$ cat src/rtl/wb_line_buffer_pkg.sv
package wb_line_buffer_pkg;
  typedef enum logic [1:0] {
    ST_IDLE      = 2'd0,
    ST_WAIT_FILL = 2'd1,
    ST_DRAIN     = 2'd2
  } wb_state_e;
endpackage

$ cat src/rtl/wb_line_store.sv
module wb_line_store #(
  parameter int WORD_W = 32,
  parameter int WORDS  = 4,
  parameter int KEEP_W = 25,
  localparam int IDX_W = $clog2(WORDS)
) (
  input  logic                    clk_i,
  input  logic                    load_i,
  input  logic [KEEP_W-1:0]       line_addr_i,
  input  logic [WORDS*WORD_W-1:0] line_data_i,
  input  logic [IDX_W-1:0]        idx_i,
  output logic [KEEP_W-1:0]       keep_addr_o,
  output logic [WORD_W-1:0]       word_o
);
  logic [WORD_W-1:0] word_q [WORDS];
  logic [KEEP_W-1:0] addr_q;

  // data path carries no reset: contents are only read while a line is held
  always_ff @(posedge clk_i) begin
    if (load_i) addr_q <= line_addr_i;
  end

  for (genvar g = 0; g < WORDS; g++) begin : g_word
    always_ff @(posedge clk_i) begin
      if (load_i) word_q[g] <= line_data_i[g*WORD_W +: WORD_W];
    end
  end

  assign keep_addr_o = addr_q;
  assign word_o      = word_q[idx_i];
endmodule

$ cat src/rtl/wb_drain_fsm.sv
module wb_drain_fsm
  import wb_line_buffer_pkg::*;
#(
  parameter int WORDS = 4,
  localparam int IDX_W = $clog2(WORDS)
) (
  input  logic             clk_i,
  input  logic             rst_ni,
  input  logic             load_i,
  input  logic             fill_done_i,
  input  logic             gnt_i,
  output logic             ready_o,
  output logic             req_o,
  output logic [IDX_W-1:0] idx_o
);
  localparam logic [IDX_W-1:0] LAST_IDX = IDX_W'(WORDS - 1);

  wb_state_e        state_q, state_d;
  logic [IDX_W-1:0] idx_q, idx_d;

  always_comb begin
    state_d = state_q;
    idx_d   = idx_q;
    unique case (state_q)
      ST_IDLE: begin
        idx_d = '0;
        if (load_i) state_d = fill_done_i ? ST_DRAIN : ST_WAIT_FILL;
      end
      ST_WAIT_FILL: if (fill_done_i) state_d = ST_DRAIN;
      ST_DRAIN: begin
        if (gnt_i) begin
          idx_d = idx_q + 1'b1;
          if (idx_q == LAST_IDX) state_d = ST_IDLE;
        end
      end
      default: state_d = ST_IDLE;
    endcase
  end

  always_ff @(posedge clk_i or negedge rst_ni) begin
    if (!rst_ni) begin
      state_q <= ST_IDLE;
      idx_q   <= '0;
    end else begin
      state_q <= state_d;
      idx_q   <= idx_d;
    end
  end

  assign ready_o = (state_q == ST_IDLE);
  assign req_o   = (state_q == ST_DRAIN);
  assign idx_o   = idx_q;
endmodule

$ cat src/rtl/wb_line_buffer.sv
module wb_line_buffer #(
  parameter int ADDR_W    = 32,
  parameter int WORD_W    = 32,
  parameter int WORDS     = 4,
  parameter int ZERO_MSBS = 3,
  localparam int BYTE_OFF_W  = $clog2(WORD_W / 8),
  localparam int IDX_W       = $clog2(WORDS),
  localparam int LINE_OFF_W  = BYTE_OFF_W + IDX_W,
  localparam int LINE_ADDR_W = ADDR_W - LINE_OFF_W,
  localparam int KEEP_W      = LINE_ADDR_W - ZERO_MSBS
) (
  input  logic                    clk_i,
  input  logic                    rst_ni,
  input  logic                    ld_valid_i,
  output logic                    ld_ready_o,
  input  logic [LINE_ADDR_W-1:0]  ld_addr_i,
  input  logic [WORDS*WORD_W-1:0] ld_data_i,
  input  logic                    fill_done_i,
  output logic                    mem_req_o,
  input  logic                    mem_gnt_i,
  output logic [ADDR_W-1:0]       mem_addr_o,
  output logic [WORD_W-1:0]       mem_wdata_o
);
  logic             load;
  logic [IDX_W-1:0] idx;
  logic [KEEP_W-1:0] keep_addr;
  logic [ZERO_MSBS-1:0] dropped_msbs;

  assign load         = ld_valid_i & ld_ready_o;
  assign dropped_msbs = ld_addr_i[LINE_ADDR_W-1 -: ZERO_MSBS];

  wb_drain_fsm #(.WORDS(WORDS)) u_fsm (
    .clk_i       (clk_i),
    .rst_ni      (rst_ni),
    .load_i      (load),
    .fill_done_i (fill_done_i),
    .gnt_i       (mem_gnt_i),
    .ready_o     (ld_ready_o),
    .req_o       (mem_req_o),
    .idx_o       (idx)
  );

  wb_line_store #(.WORD_W(WORD_W), .WORDS(WORDS), .KEEP_W(KEEP_W)) u_store (
    .clk_i       (clk_i),
    .load_i      (load),
    .line_addr_i (ld_addr_i[KEEP_W-1:0]),
    .line_data_i (ld_data_i),
    .idx_i       (idx),
    .keep_addr_o (keep_addr),
    .word_o      (mem_wdata_o)
  );

  // upper line-address bits are never driven to memory
  logic unused_msbs;
  assign unused_msbs = ^dropped_msbs;

  assign mem_addr_o = {{ZERO_MSBS{1'b0}}, keep_addr, idx, {BYTE_OFF_W{1'b0}}};
endmodule

$ cat config.mk
export PLATFORM = sky130hd
export DESIGN_NAME = wb_line_buffer
export DESIGN_NICKNAME = d
export VERILOG_FILES = /design/src/rtl/wb_line_buffer_pkg.sv /design/src/rtl/wb_line_store.sv /design/src/rtl/wb_drain_fsm.sv /design/src/rtl/wb_line_buffer.sv
export SDC_FILE = /design/constraint.sdc
export NUM_CORES = 1
export LEC_CHECK = 0
export ABC_AREA = 1
export BUFFER_PORTS_ARGS = -buffer_cell sky130_fd_sc_hd__buf_2
export CAP_MARGIN = 20
export CELL_PAD_IN_SITES_DETAIL_PLACEMENT = 1
export CELL_PAD_IN_SITES_GLOBAL_PLACEMENT = 1
export CORE_MARGIN = 10
export CORE_UTILIZATION = 32
export DETAILED_ROUTE_END_ITERATION = 16
export GPL_TIMING_DRIVEN = 0
export PLACE_DENSITY_LB_ADDON = 0.05
export SETUP_SLACK_MARGIN = 0.4
export SYNTH_ARGS = -nofsm -noshare
export SYNTH_HDL_FRONTEND = slang
export SYNTH_SLANG_ARGS = --single-unit
$ cat constraint.sdc
create_clock -name clk_i -period 7 [get_ports clk_i]
set_input_delay 1.4 -clock clk_i [delete_from_list [all_inputs] [get_ports clk_i]]
set_output_delay 1.4 -clock clk_i [all_outputs]
set_load 0.005 [all_outputs]
-- Word-level counts from Yosys, hierarchy flattened
Memory sizes are Yosys's and may differ from the RTL's.
Cells that the tools add are included.
- bitwise logic cells: 1
- $add $sub $neg: 1
- eq/ne operators: 7
- reduce and logical (&&, ||, !) cells: 4
- multiplexer cells: 10
- operators with widths (kind ; number):
    $mux 2 ; 6
    $ne 2x1->1 const B ; 3
    $pmux 2 s3 ; 1
    $eq 2x2->1 const B ; 2
    $pmux 2 s2 ; 1
    $reduce_and 4->1 ; 1
    $add 2x1->2 const B ; 1
    $eq 2x1->1 const B ; 1
    $logic_not 2->1 ; 1
    $mux 1 ; 2
    $ne 2x2->1 const B ; 1
    $reduce_and 2->1 ; 1
    $reduce_bool 2->1 ; 1
    $and 1x1->1 ; 1
- bits of input ports: 161
- output and inout port bits: 66
- bits in registers: 29
- memories kept: 1
- RAM bits: 128
- memory list (memory ; words ; width ; read ports ; clocked after memory_dff ; write ports ; RTL line ; source):
    u_store.word_q ; 4 ; 32 ; 1 ; 0 ; 4 ; wb_line_store.sv:15 ; logic [WORD_W-1:0] word_q [WORDS];

-- Longest topological paths before layout
Gate-level depths: netlist of run 1.
- word-level depth: 4
- mapped depth: 6

-- Modules after synthesis
A second synthesis of run 1 with hierarchy kept.
- cell total of the unflattened synthesis: 561
- area total of the unflattened synthesis: 6411.1 um^2
- by module, submodules not included (module ; area each (um^2) ; times used ; cells an instance):
    wb_line_store ; 6157.2 ; 1 ; 527
    wb_drain_fsm ; 205.2 ; 1 ; 26
    wb_line_buffer ; 48.8 ; 1 ; 8

-- Worst setup path before layout of run 1
OpenSTA, ideal clock, no wires.
- path type: input port to flip-flop
- start point: input port ld_valid_i
- end point: register u_store.addr_q[0], in the netlist u_store.keep_addr_o[0] (enable)
- arrival: 7.780 ns
- setup slack: -1.447 ns
- library setup time: 0.667 ns
- stages on the path: 2
- buffers on the path: 0
- cells stage by stage: inv_1 > nor2_1
- word-level cells in the longest chain between the ends: 1
- RTL lines (what ; RTL line ; source):
    from (decl) ; wb_line_buffer.sv:14 ; input logic ld_valid_i,
    $and 1x1->1 ; wb_line_buffer.sv:29 ; assign load = ld_valid_i & ld_ready_o;
    via load ; wb_line_buffer.sv:24 ; logic load;
    to (signal assigned) ; wb_line_store.sv:20 ; if (load_i) addr_q <= line_addr_i;
    to (decl) ; wb_line_store.sv:16 ; logic [KEEP_W-1:0] addr_q;
The timed path passes the listed nets, and every way through them passes these cells.
A chain may end at the register's enable or synchronous reset.

-- Worst setup path in the final report of run 1
- start point: register u_fsm.idx_q[1], in the netlist u_fsm.idx_o[1]
- end point: output port mem_wdata_o[30]
- word-level cells in the longest chain between the ends: 1
- RTL lines (what ; RTL line ; source):
    from (decl) ; wb_drain_fsm.sv:19 ; logic [IDX_W-1:0] idx_q, idx_d;
    from (signal assigned) ; wb_drain_fsm.sv:46 ; idx_q <= idx_d;
    $mem_v2 4x32 ; - ;
    to (decl) ; wb_line_buffer.sv:22 ; output logic [WORD_W-1:0] mem_wdata_o
No other way between the ends.

==> results of run 1 <==
worst min path at each step:
stage,startpoint,endpoint,slack (ns),cells after the start
finish,u_fsm.state_q[0]$_DFFE_PN0P_,u_fsm.state_q[1]$_DFFE_PN0P_,0.59,3
global route,u_fsm.state_q[0]$_DFFE_PN0P_,u_fsm.state_q[1]$_DFFE_PN0P_,0.64,3
CTS,u_fsm.state_q[0]$_DFFE_PN0P_,u_fsm.state_q[1]$_DFFE_PN0P_,0.59,3
detailed placement,u_fsm.state_q[0]$_DFFE_PN0P_,u_fsm.state_q[1]$_DFFE_PN0P_,0.58,3
global placement,u_fsm.state_q[0]$_DFFE_PN0P_,u_fsm.state_q[1]$_DFFE_PN0P_,0.55,3
floorplan,u_fsm.state_q[0]$_DFFE_PN0P_,u_fsm.state_q[1]$_DFFE_PN0P_,0.54,3
cells in the final DEF, fill, tap and decap left out, drive strengths merged:
cell type	instances
a21oi	1
buf	248
clkbuf	17
clkinv	8
conb	5
dfrtp	4
edfxtp	153
ha	1
inv	141
nand2	170
nand3	66
nand4	2
nor2	4
registers in the layout (all words and copies together), names as in the netlist:
name and count:
u_store.keep_addr_o 25, u_fsm.idx_o 2, u_fsm.state_q 2, u_store.word_q 128
kinds of logic (layout without fill, tap and decap cells):
group | after synthesis | in the layout | share of synthesized area, %
other | 1 | 5 | 0.0583
adder cells (fa/ha/maj) | 1 | 1 | 0.195
buffers and inverters | 160 | 414 | 11.2
flip-flops | 157 | 157 | 73.0
AND/OR/NAND/NOR | 242 | 242 | 15.5
AO/OA/AOI/OAI | 1 | 1 | 0.0778
worst min-delay path, cell delays in order (launching register included):
cell	delay, ns
dfrtp_1	0.37
nor2_1	0.07
nand2_1	0.06
nand2_1	0.05
where the power goes:
part | internal [mW] | switching [mW]
clock network | 0.483 | 0.444
logic | 0.424 | 0.688
registers | 1.25 | 0.0494
routing by layer:
metal / part of all wire (%) / vias up
met3: 6.4 / 20
met5: 0 / -
met2: 52 / 136
met4: 1.4 / 0
li1: - / 2263
met1: 40 / 2181
cell type report:
type	count	area share, %
Timing Repair Buffer	222	13.7
Multi-Input combinational cell	249	12.2
Inverter	134	5.88
Sequential cell	157	54.9
Tap cell	265	3.88
Clock inverter	15	2.06
Clock buffer	17	4.97
Buffer	26	2.50
per-stage QoR:
stage	worst slack [ns]	std cells	util [%]
floorplan	1.10	566	-
global placement	-0.697	1049	40.2
detailed placement	3.58	1053	40.6
CTS	3.80	1085	43.7
global route	3.73	1085	43.7
finish	3.86	1085	43.7
==> metrics.md, run 1 <==
| Metric | Value |
|---|---|
| Fill cell count | ~2.3k |
| Routability Congestion | around 0.77 |
| H-tree depth | 4 |
| Layout cells sized above 1 | between 30% and 40% |
| Grt total ovfl | 0 |
| Area delta synth->final | 33.1% |
| Hold WC Path Type | reg2reg |
| Row cnt | 51 |
| Initial DRC count | approximately 180 |
| Number of diodes | 0 |
| Clock tree buffer depth | 2 |
| Most crowded layer after global routing | met2 |
| Critical path startpoint category | flip-flop |
| Least-Margin Pin Slew | roughly 0.89 ns |
| Worst rel slew slack | between 40% and 50% |
| Setup slack, reg-to-reg | roughly 4.5 ns |
| Worst Setup SP | u_fsm.idx_o[1]$_DFFE_PN0P_ |
| CP endpoint kind | primary output |
| Grt met1 use | between 15 and 20% |
| DP HPWL | about 14000 um |
| Post-DP Area | between 7000 and 8000 um2 |
| Critical path peak fanout | 10 |
| Fin crit period | around 3.1 ns |
| First-pass GRT wire length | between 20000 and 30000 um |
| Crit-path cells | buf_2 > inv_2 > buf_2 > nand3_1 > nand2_1 > buf_2 |
| CP Capture Point | mem_wdata_o[30] |
| Post-synth top cells | nand2_1 (170), edfxtp_1 (153), inv_1 (131), nand3_1 (66), buf_6 (11) |
| Kind of critical path | reg2out |
| VDD IR-drop max | around 0.16 mV |
| Hold-fix buffers, CTS | 0 |
| Mapped cell area | 6430 um2 |
| Pin count of the biggest net entering global routing | 36 |
| Post-CTS Resized | 0 |
| Met2 Use GR | 24.5% |
| Pwr dens | 390 nW/um2 |
| FF+latch area | about 4700 um2 |
| CTS Sinks | roughly 160 |
| Total Routed Length | 18400 um |
| Crit path DAT | approximately 1.7 ns |
| Max-cap violation count | 0 |
| Core area | just under 20000 um2 |
| Crit path top cell by count | buf_2 |
| Unrepaired setup endpoints after global routing | no |
| Port Buffers | between 200 and 250 |
| Worst hold slack | just under 0.6 ns |
| Final hold viol count | 0 |
| Vias in the first global route | 5166 |
| Design area | around 8600 um2 |
| Final Skew | slightly below 0.006 ns |
| Leading area contributor after synthesis | edfxtp_1 |
| Synth area leaders | edfxtp_1 (71%), nand2_1 (9.9%), inv_1 (7.6%) |
| Initial antenna violation count | 0 |
| CTS clk-pin slew, worst paths | 0.07 ns |
| Buf+Inv Stages, Crit Path | 4 |
| Die area | approximately 26000 um2 |
| Die X | approximately 160 um |
| GRT Resource Usage Total | 14.1% |
| Postcts setup bufs | 0 |
| I/O pin count | 227 |
| Reg-to-Reg End | u_store.word_q[3][15]$_DFFE_PP_ |
| TritonCTS buffer count | 17 |
| Yosys warning total | 0 |
| Footprint of the multi-input gates | about 1000 um2 |
| Worst path top cell family by delay | buffers and inverters |
| Final Max Slew Viols | 0 |
| Critical R2R Launch | u_fsm.state_q[0]$_DFFE_PN0P_ |
| Most frequent cell after synthesis | nand2_1 |
| Top FF cell, synth | edfxtp_1 |
| Highest Clock Rate | roughly 0.32 GHz |
| Die Y | about 160 um |
| Leak | about 4 nW |
| Initial Utilization | ~33% |
| Avg WL per Cell | around 17 um |
| Netlist cell types | 14 |
| CTS tree | built |
| Clk root buf | clkbuf_16 |
| Delay of the slowest critical-path stage | 0.40 ns |
| Setup violators final | 0 |
| Fin nets | roughly 970 |
| Vias per cell | around 4.2 |
| EDFF count, synth | 153 |
| CP required | ~5.6 ns |
| Synth Register Bits | 157 |
| Period utilization | ~45% |
| Via count | between 4k and 5k |
| Outcome | finished clean |
| DR pass1 iterations | 4 |
| Syn Inst Count | 562 |
| Total chip power | ~3.3 mW |
| Post-synth top area share | 71.5% |
| Grt met3 use | 5.59% |
| Worst-Skew Late Latency | approximately 0.43 ns |
| Critical Path Stages | 6 |
| DRC Markers | 0 |
| Post-Syn Area per Cell | about 11 um2 |
| Post-route ant nets | 0 |
| R2R cell count | 6 |
| Setup TNS Final | 0 ns |
| Post-synthesis sequential area ratio | roughly 73% |
| Ys async rst share | about 2.5% |
| CP max stage cell | dfrtp_1 |
No activity file was read; power rests on OpenSTA's default activity.
==> run 2: changes to the inputs <==
==> constraint.sdc (replaced) <==
create_clock -name clk_i -period 2.6 [get_ports clk_i]
set_input_delay 0.52 -clock clk_i [delete_from_list [all_inputs] [get_ports clk_i]]
set_output_delay 0.52 -clock clk_i [all_outputs]
set_load 0.005 [all_outputs]
==> metrics.md, run 2 (synthesis gave the netlist of run 1 again) <==
| Metric | Value |
|---|---|
| Crit path DAT | 1.61 ns (was 1.74 ns) |
| Port Buffers | 218 (unchanged) |
| Sequential share of power | 37.2% (was 38.9%) |
| Initial antenna violation count | 0 (unchanged) |
| Post-route ant nets | 0 (unchanged) |
| P_sw | 3.17 mW (was 1.18 mW) |
| Total chip power | 9.41 mW (was 3.34 mW) |
| Pwr dens | 1080 nW/um2 (was 390 nW/um2) |
| DRC Markers | 0 (unchanged) |
| Comb pwr share | 34.6% (was 33.3%) |
| Fin crit period | ~2.1 ns |
| Kind of critical path | reg2out (unchanged) |
| TritonCTS buffer count | 17 (unchanged) |
| CP max stage cell | dfrtp_2 (was dfrtp_1) |
| Leak | 4.18 nW (was 4.10 nW) |
| CP required | 2.08 ns (was 5.60 ns) |
| Clock tree buffer depth | 2 (unchanged) |
| Max-cap violation count | 0 (unchanged) |
| Total Routed Length | 18900 um (was 18400 um) |
| Post-DP Area | 7990 um2 (was 7950 um2) |
| Setup TNS Final | 0 ns (unchanged) |
| DR pass1 iterations | 4 (unchanged) |
| Row cnt | 51 (unchanged) |
| Routability Congestion | 0.733 (was 0.766) |
| Final hold viol count | 0 (unchanged) |
| Critical path startpoint category | flip-flop (unchanged) |
| DP HPWL | 14100 um (was 13900 um) |
| Least-Margin Pin Slew | 0.818 ns (was 0.894 ns) |
| Pin count of the biggest net entering global routing | 29 (was 36) |
| I/O pin count | 227 (unchanged) |
| Crit-path cells | inv_2 > buf_12 > buf_6 > nand2_1 > nand3_1 > nand2_1 > buf_2 (was buf_2 > inv_2 > buf_2 > nand3_1 > nand2_1 > buf_2) |
| Final Skew | 0.0106 ns (was 0.00581 ns) |
| CTS clk-pin slew, worst paths | 0.07 ns (about the same) |
| Period utilization | around four fifths |
| CP endpoint kind | primary output (unchanged) |
| Delay of the slowest critical-path stage | 0.45 ns (was 0.40 ns) |
| Initial DRC count | 120 (was 181) |
| Die area | 26200 um2 (unchanged) |
| Die X | 162 um (unchanged) |
| Buf+Inv Stages, Crit Path | 4 (unchanged) |
| VDD IR-drop max | 0.414 mV (was 0.159 mV) |
| Grt total ovfl | 0 (unchanged) |
| Commonest non-fill, non-tap cells in the layout | buf_2 (220), nand2_1 (168), edfxtp_1 (153), inv_1 (129), nand3_1 (66) (was buf_2 (227), nand2_1 (170), edfxtp_1 (153), inv_1 (131), nand3_1 (66)) |
| H-tree depth | 4 (unchanged) |
| Unrepaired setup endpoints after global routing | yes (was no) |
| Initial Utilization | 32.8% (unchanged) |
| Final Max Slew Viols | 0 (unchanged) |
| Clk root buf | clkbuf_16 (unchanged) |
| Worst rel slew slack | 45.4% (was 40.2%) |
| Via count | 4641 (was 4600) |
| Max reg flops | 128 (unchanged) |
| Worst-Skew Late Latency | 0.43 ns (about the same) |
| Vias per cell | 4.24 (about the same) |
| Fraction of power spent switching nets | 33.7% (was 35.4%) |
| Highest Clock Rate | 0.469 GHz |
| CTS Sinks | 157 (unchanged) |
| CTS tree | built (unchanged) |
| Fin nets | 976 (was 969) |
| P_int | 6.24 mW (was 2.16 mW) |
| Layout cells sized above 1 | 35.7% (was 34.6%) |
| Most flops, register | u_store.word_q (unchanged) |
| Outcome | finished clean (unchanged) |
| GRT Resource Usage Total | 14.4% (was 14.1%) |
| Worst path top cell family by delay | buffers and inverters (unchanged) |
| Area delta synth->final | 36.1% (was 33.1%) |
| Vias in the first global route | 5168 (was 5166) |
| Design area | 8750 um2 (was 8560 um2) |
| Core area | 19600 um2 (unchanged) |
| First-pass GRT wire length | 28500 um (was 28100 um) |
| Die Y | 162 um (unchanged) |
| Most common cell after layout, fill and taps aside | buf_2 (unchanged) |
| Crit path top cell by count | nand2_1 (was buf_2) |
| Avg WL per Cell | 17.3 um (was 17.0 um) |
| Clock power frac | 28.2% (was 27.8%) |
| Setup violators final | 0 (unchanged) |
| Critical path peak fanout | 10 (unchanged) |
| Hold WC Path Type | in2reg (was reg2reg) |
[run 2: changes by cell type in the layout (fill, tap and decap cells not counted), moves of 4 or more]
cell	previous run	this run
clkinv_8	4	0
buf_4	6	10
inv_6	1	6
buf_2	227	220
[run 2: power by group through the flow]
stage	combinational [mW]	sequential [mW]	clock, mW
2_1_floorplan	1.66	3.57	0
3_3_place_gp	2.95	3.60	0
3_5_place_dp	3.16	3.56	0
4_1_cts	3.21	3.50	2.74
5_1_grt	3.66	3.54	2.85
6_report	3.26	3.50	2.66
[run 2: final cells by class]
cell class	instances	area, um2
fill	2249	10800
sequential	157	4700
timing repair buffer	228	1250
multi-input combinational	250	1050
inverter	134	505
clock buffer	17	425
tap	265	332
buffer	26	289
clock inverter	15	198
antenna	3	7.51
[run 2: repair_timing]
item / CTS / global route
pin swaps: 1 / 1
hold buffers: 1 / 0
gates resized for setup: 4 / 21
cloned: 1 / 0
setup buffers: 0 / 4
hold endpoints to repair: 4 / 0
setup endpoints to repair: 105 / 60
[run 2: worst reg2reg max path, delay by kind of cell (launching register included)]
family	cells	cell delay, ns
flip-flops	1	0.44
AND/OR/NAND/NOR	2	0.28
buffers and inverters	4	0.71
[run 2: final timing paths]
path                                         startpoint                              end  slack [ns]  cells past startpoint
max in group asynchronous                        rst_ni       u_fsm.idx_o[0]$_DFFE_PN0P_        2.04                      2
min in group asynchronous                        rst_ni     u_fsm.state_q[1]$_DFFE_PN0P_        0.43                      2
max reg2reg                u_fsm.state_q[1]$_DFFE_PN0P_  u_store.word_q[1][14]$_DFFE_PP_        0.85                      6
min                                       ld_data_i[88]  u_store.word_q[2][24]$_DFFE_PP_        0.26                      1
min reg2reg                u_fsm.state_q[0]$_DFFE_PN0P_     u_fsm.state_q[1]$_DFFE_PN0P_        0.59                      3
max                          u_fsm.idx_o[0]$_DFFE_PN0P_                  mem_wdata_o[13]        0.47                      7
[run 2: per-stage QoR]
step                setup slack [ns]  utilization (%)  instances  hold WS, ns
floorplan                     -0.640                -        566        0.224
detailed placement            0.0944             40.8       1054        0.336
global placement               -1.66             40.2       1049        0.332
finish                         0.469             44.7       1095        0.263
global route                   0.359             44.6       1092        0.234
CTS                            0.353             44.1       1088        0.241
[run 2: layer usage]
metal / track usage, % / routed length, um / up-vias
li1: - / - / 2275
met1: 16.0 / 7720 / 2208
met2: 25.4 / 9820 / 147
met3: 5.41 / 1250 / 11
met4: 3.60 / 135 / 0
met5: 0 / 0 / -
==> run 3: changes to the inputs <==
==> constraint.sdc (replaced) <==
create_clock -name clk_i -period 2.2 [get_ports clk_i]
set_input_delay 0.44 -clock clk_i [delete_from_list [all_inputs] [get_ports clk_i]]
set_output_delay 0.44 -clock clk_i [all_outputs]
set_load 0.005 [all_outputs]
==> metrics.md, run 3 (synthesis gave the netlist of run 1 again) <==
| Metric | Value |
|---|---|
| Outcome | finished clean (unchanged) |
| Grt met1 use | 16.0% (about the same) |
| Total Routed Length | 18500 um (was 18900 um) |
| Leak | 4.27 nW (was 4.18 nW) |
| CTS clk-pin slew, worst paths | 0.07 ns (about the same) |
| Worst path top cell family by delay | buffers and inverters (unchanged) |
| Period utilization | just over 90% |
| Hold_sp | ld_addr_i[5] (was ld_data_i[88]) |
| Unrepaired setup endpoints after global routing | yes (unchanged) |
| Worst Setup SP | u_fsm.idx_o[0]$_DFFE_PN0P_ (unchanged) |
| Routability Congestion | 0.725 (was 0.733) |
| Post-Layout Cell Count | 1098 (was 1095) |
| Critical path peak fanout | 5 (was 10) |
| Vias per cell | 4.23 (was 4.24) |
| Final Max Slew Viols | 0 (unchanged) |
| VDD IR-drop max | 0.595 mV (was 0.414 mV) |
| Grt total ovfl | 0 (unchanged) |
| Highest Clock Rate | roughly 0.49 GHz |
| Area delta synth->final | 39.3% (was 36.1%) |
| Post-route ant nets | 0 (unchanged) |
| CP endpoint kind | primary output (unchanged) |
| Avg WL per Cell | 16.8 um (was 17.3 um) |
| DRC Markers | 0 (unchanged) |
| TritonCTS buffer count | 17 (unchanged) |
| Worst-Skew Late Latency | 0.43 ns (about the same) |
| CTS Sinks | 157 (unchanged) |
| First-pass GRT wire length | 27900 um (was 28500 um) |
| Core area | 19600 um2 (unchanged) |
| Crit path DAT | 1.59 ns (was 1.61 ns) |
| H-tree depth | 4 (unchanged) |
| Crit path top cell by count | buf_12 (was nand2_1) |
| Crit-path cells | inv_4 > buf_12 > buf_16 > buf_12 > nand2_2 > nand3_2 > nand2_1 > buf_2 (was inv_2 > buf_12 > buf_6 > nand2_1 > nand3_1 > nand2_1 > buf_2) |
| Hold WC Path Type | in2reg (unchanged) |
| Buf+Inv Stages, Crit Path | 5 (was 4) |
| Max reg flops | 128 (unchanged) |
| Port Buffers | 218 (unchanged) |
| DR pass1 iterations | 4 (unchanged) |
| Commonest non-fill, non-tap cells in the layout | buf_2 (215), nand2_1 (156), edfxtp_1 (153), inv_1 (130), nand3_1 (59) (was buf_2 (220), nand2_1 (168), edfxtp_1 (153), inv_1 (129), nand3_1 (66)) |
| Initial DRC count | 130 (was 120) |
| Pwr dens | 1270 nW/um2 (was 1080 nW/um2) |
| Initial antenna violation count | 1 (was 0) |
| Vias in the first global route | 5126 (was 5168) |
| Clk root buf | clkbuf_16 (unchanged) |
| Most common cell after layout, fill and taps aside | buf_2 (unchanged) |
| Layout cells sized above 1 | 38.2% (was 35.7%) |
| Row cnt | 51 (unchanged) |
| Clock tree buffer depth | 2 (unchanged) |
| Final Skew | 0.00842 ns (was 0.0106 ns) |
| GRT Resource Usage Total | 14.1% (was 14.4%) |
| Initial Utilization | 32.8% (unchanged) |
| Setup TNS Final | 0 ns (unchanged) |
| Kind of critical path | reg2out (unchanged) |
| Critical R2R Launch | u_fsm.state_q[1]$_DFFE_PN0P_ (unchanged) |
| Most crowded layer after global routing | met2 (unchanged) |
| CP required | 1.76 ns (was 2.08 ns) |
| Grt met3 use | 4.32% (was 5.41%) |
| Met2 Use GR | 24.6% (was 25.4%) |
| Critical path startpoint category | flip-flop (unchanged) |
| CTS tree | built (unchanged) |
| Fin nets | 981 (was 976) |
| Setup violators final | 0 (unchanged) |
| Die Y | 162 um (unchanged) |
| Design area | 8950 um2 (was 8750 um2) |
| Max-cap violation count | 0 (unchanged) |
| Delay of the slowest critical-path stage | 0.43 ns (was 0.45 ns) |
| DP HPWL | 13800 um (was 14100 um) |
| Post-DP Area | 7980 um2 (was 7990 um2) |
| Pin count of the biggest net entering global routing | 31 (was 29) |
| Via count | 4643 (was 4641) |
| Final hold viol count | 0 (unchanged) |
| Die X | 162 um (unchanged) |
| Inst Count DP | 1054 (unchanged) |
| Most flops, register | u_store.word_q (unchanged) |
| Fin crit period | between 2 and 2.5 ns |
| CP max stage cell | dfrtp_2 (unchanged) |
| I/O pin count | 227 (unchanged) |
| Die area | 26200 um2 (unchanged) |
==> run 3: cell count changes in the layout (fill, tap and decap cells not counted), moves of 3 or more <==
cell / previous run / this run
buf_6: 9 / 13
nand2_1: 168 / 156
buf_12: 7 / 11
nand2_2: 2 / 12
clkbuf_4: 3 / 0
nand3_1: 66 / 59
buf_2: 220 / 215
buf_4: 10 / 15
nand3_2: 0 / 7
==> run 3: through the flow <==
stage	util (%)	hold WS (ns)	worst slack (ns)	total power, mW
after CTS	45.0	0.160	0.100	11.4
after global placement	40.2	0.253	-2.01	7.76
after global routing	45.7	0.161	0.0734	12.2
after detailed placement	40.8	0.257	0.0492	7.91
after floorplan	-	0.144	-1.04	6.19
final	45.7	0.182	0.169	11.4
==> run 3: routing by layer <==
metal / routed length (um) / part of all wire [%]
met3: 1090 / 5.9
met1: 7610 / 41
met5: 0 / 0
met2: 9510 / 51
met4: 273 / 1.5
==> run 3: cell type report <==
cell class                      count  area, um2
Fill cell                        2228      10600
Sequential cell                   157       4700
Timing Repair Buffer              234       1390
Multi-Input combinational cell    249       1120
Inverter                          134        508
Clock buffer                       17        425
Tap cell                          265        332
Buffer                             26        310
Clock inverter                     15        170
Antenna cell                        1       2.50
==> run 3: timing repair <==
item                                   4_1_cts  5_1_grt
gates resized for setup                     36       24
cloned                                       2        1
setup buffers                                6        1
pin swaps                                    4        4
hold buffers                                 1        0
endpoints found under the hold margin        4        0
setup endpoints to repair                  114       56
==> run 3: worst paths after layout <==
check                      cells after the start  slack (ns)                          endpoint
max                                            8        0.17                   mem_wdata_o[24]
min                                            1        0.18  u_store.keep_addr_o[5]$_DFFE_PP_
max reg2reg                                    6        0.52   u_store.word_q[2][16]$_DFFE_PP_
min reg2reg                                    3        0.61        u_fsm.idx_o[0]$_DFFE_PN0P_
max in group asynchronous                      2        1.71        u_fsm.idx_o[0]$_DFFE_PN0P_
min in group asynchronous                      2        0.35      u_fsm.state_q[1]$_DFFE_PN0P_
==> run 3: where the power goes <==
group | switching (mW) | leakage, nW | internal, mW
Clock | 1.33 | 0.288 | 1.62
Sequential | 0.161 | 1.47 | 3.97
Combinational | 2.37 | 2.51 | 1.92
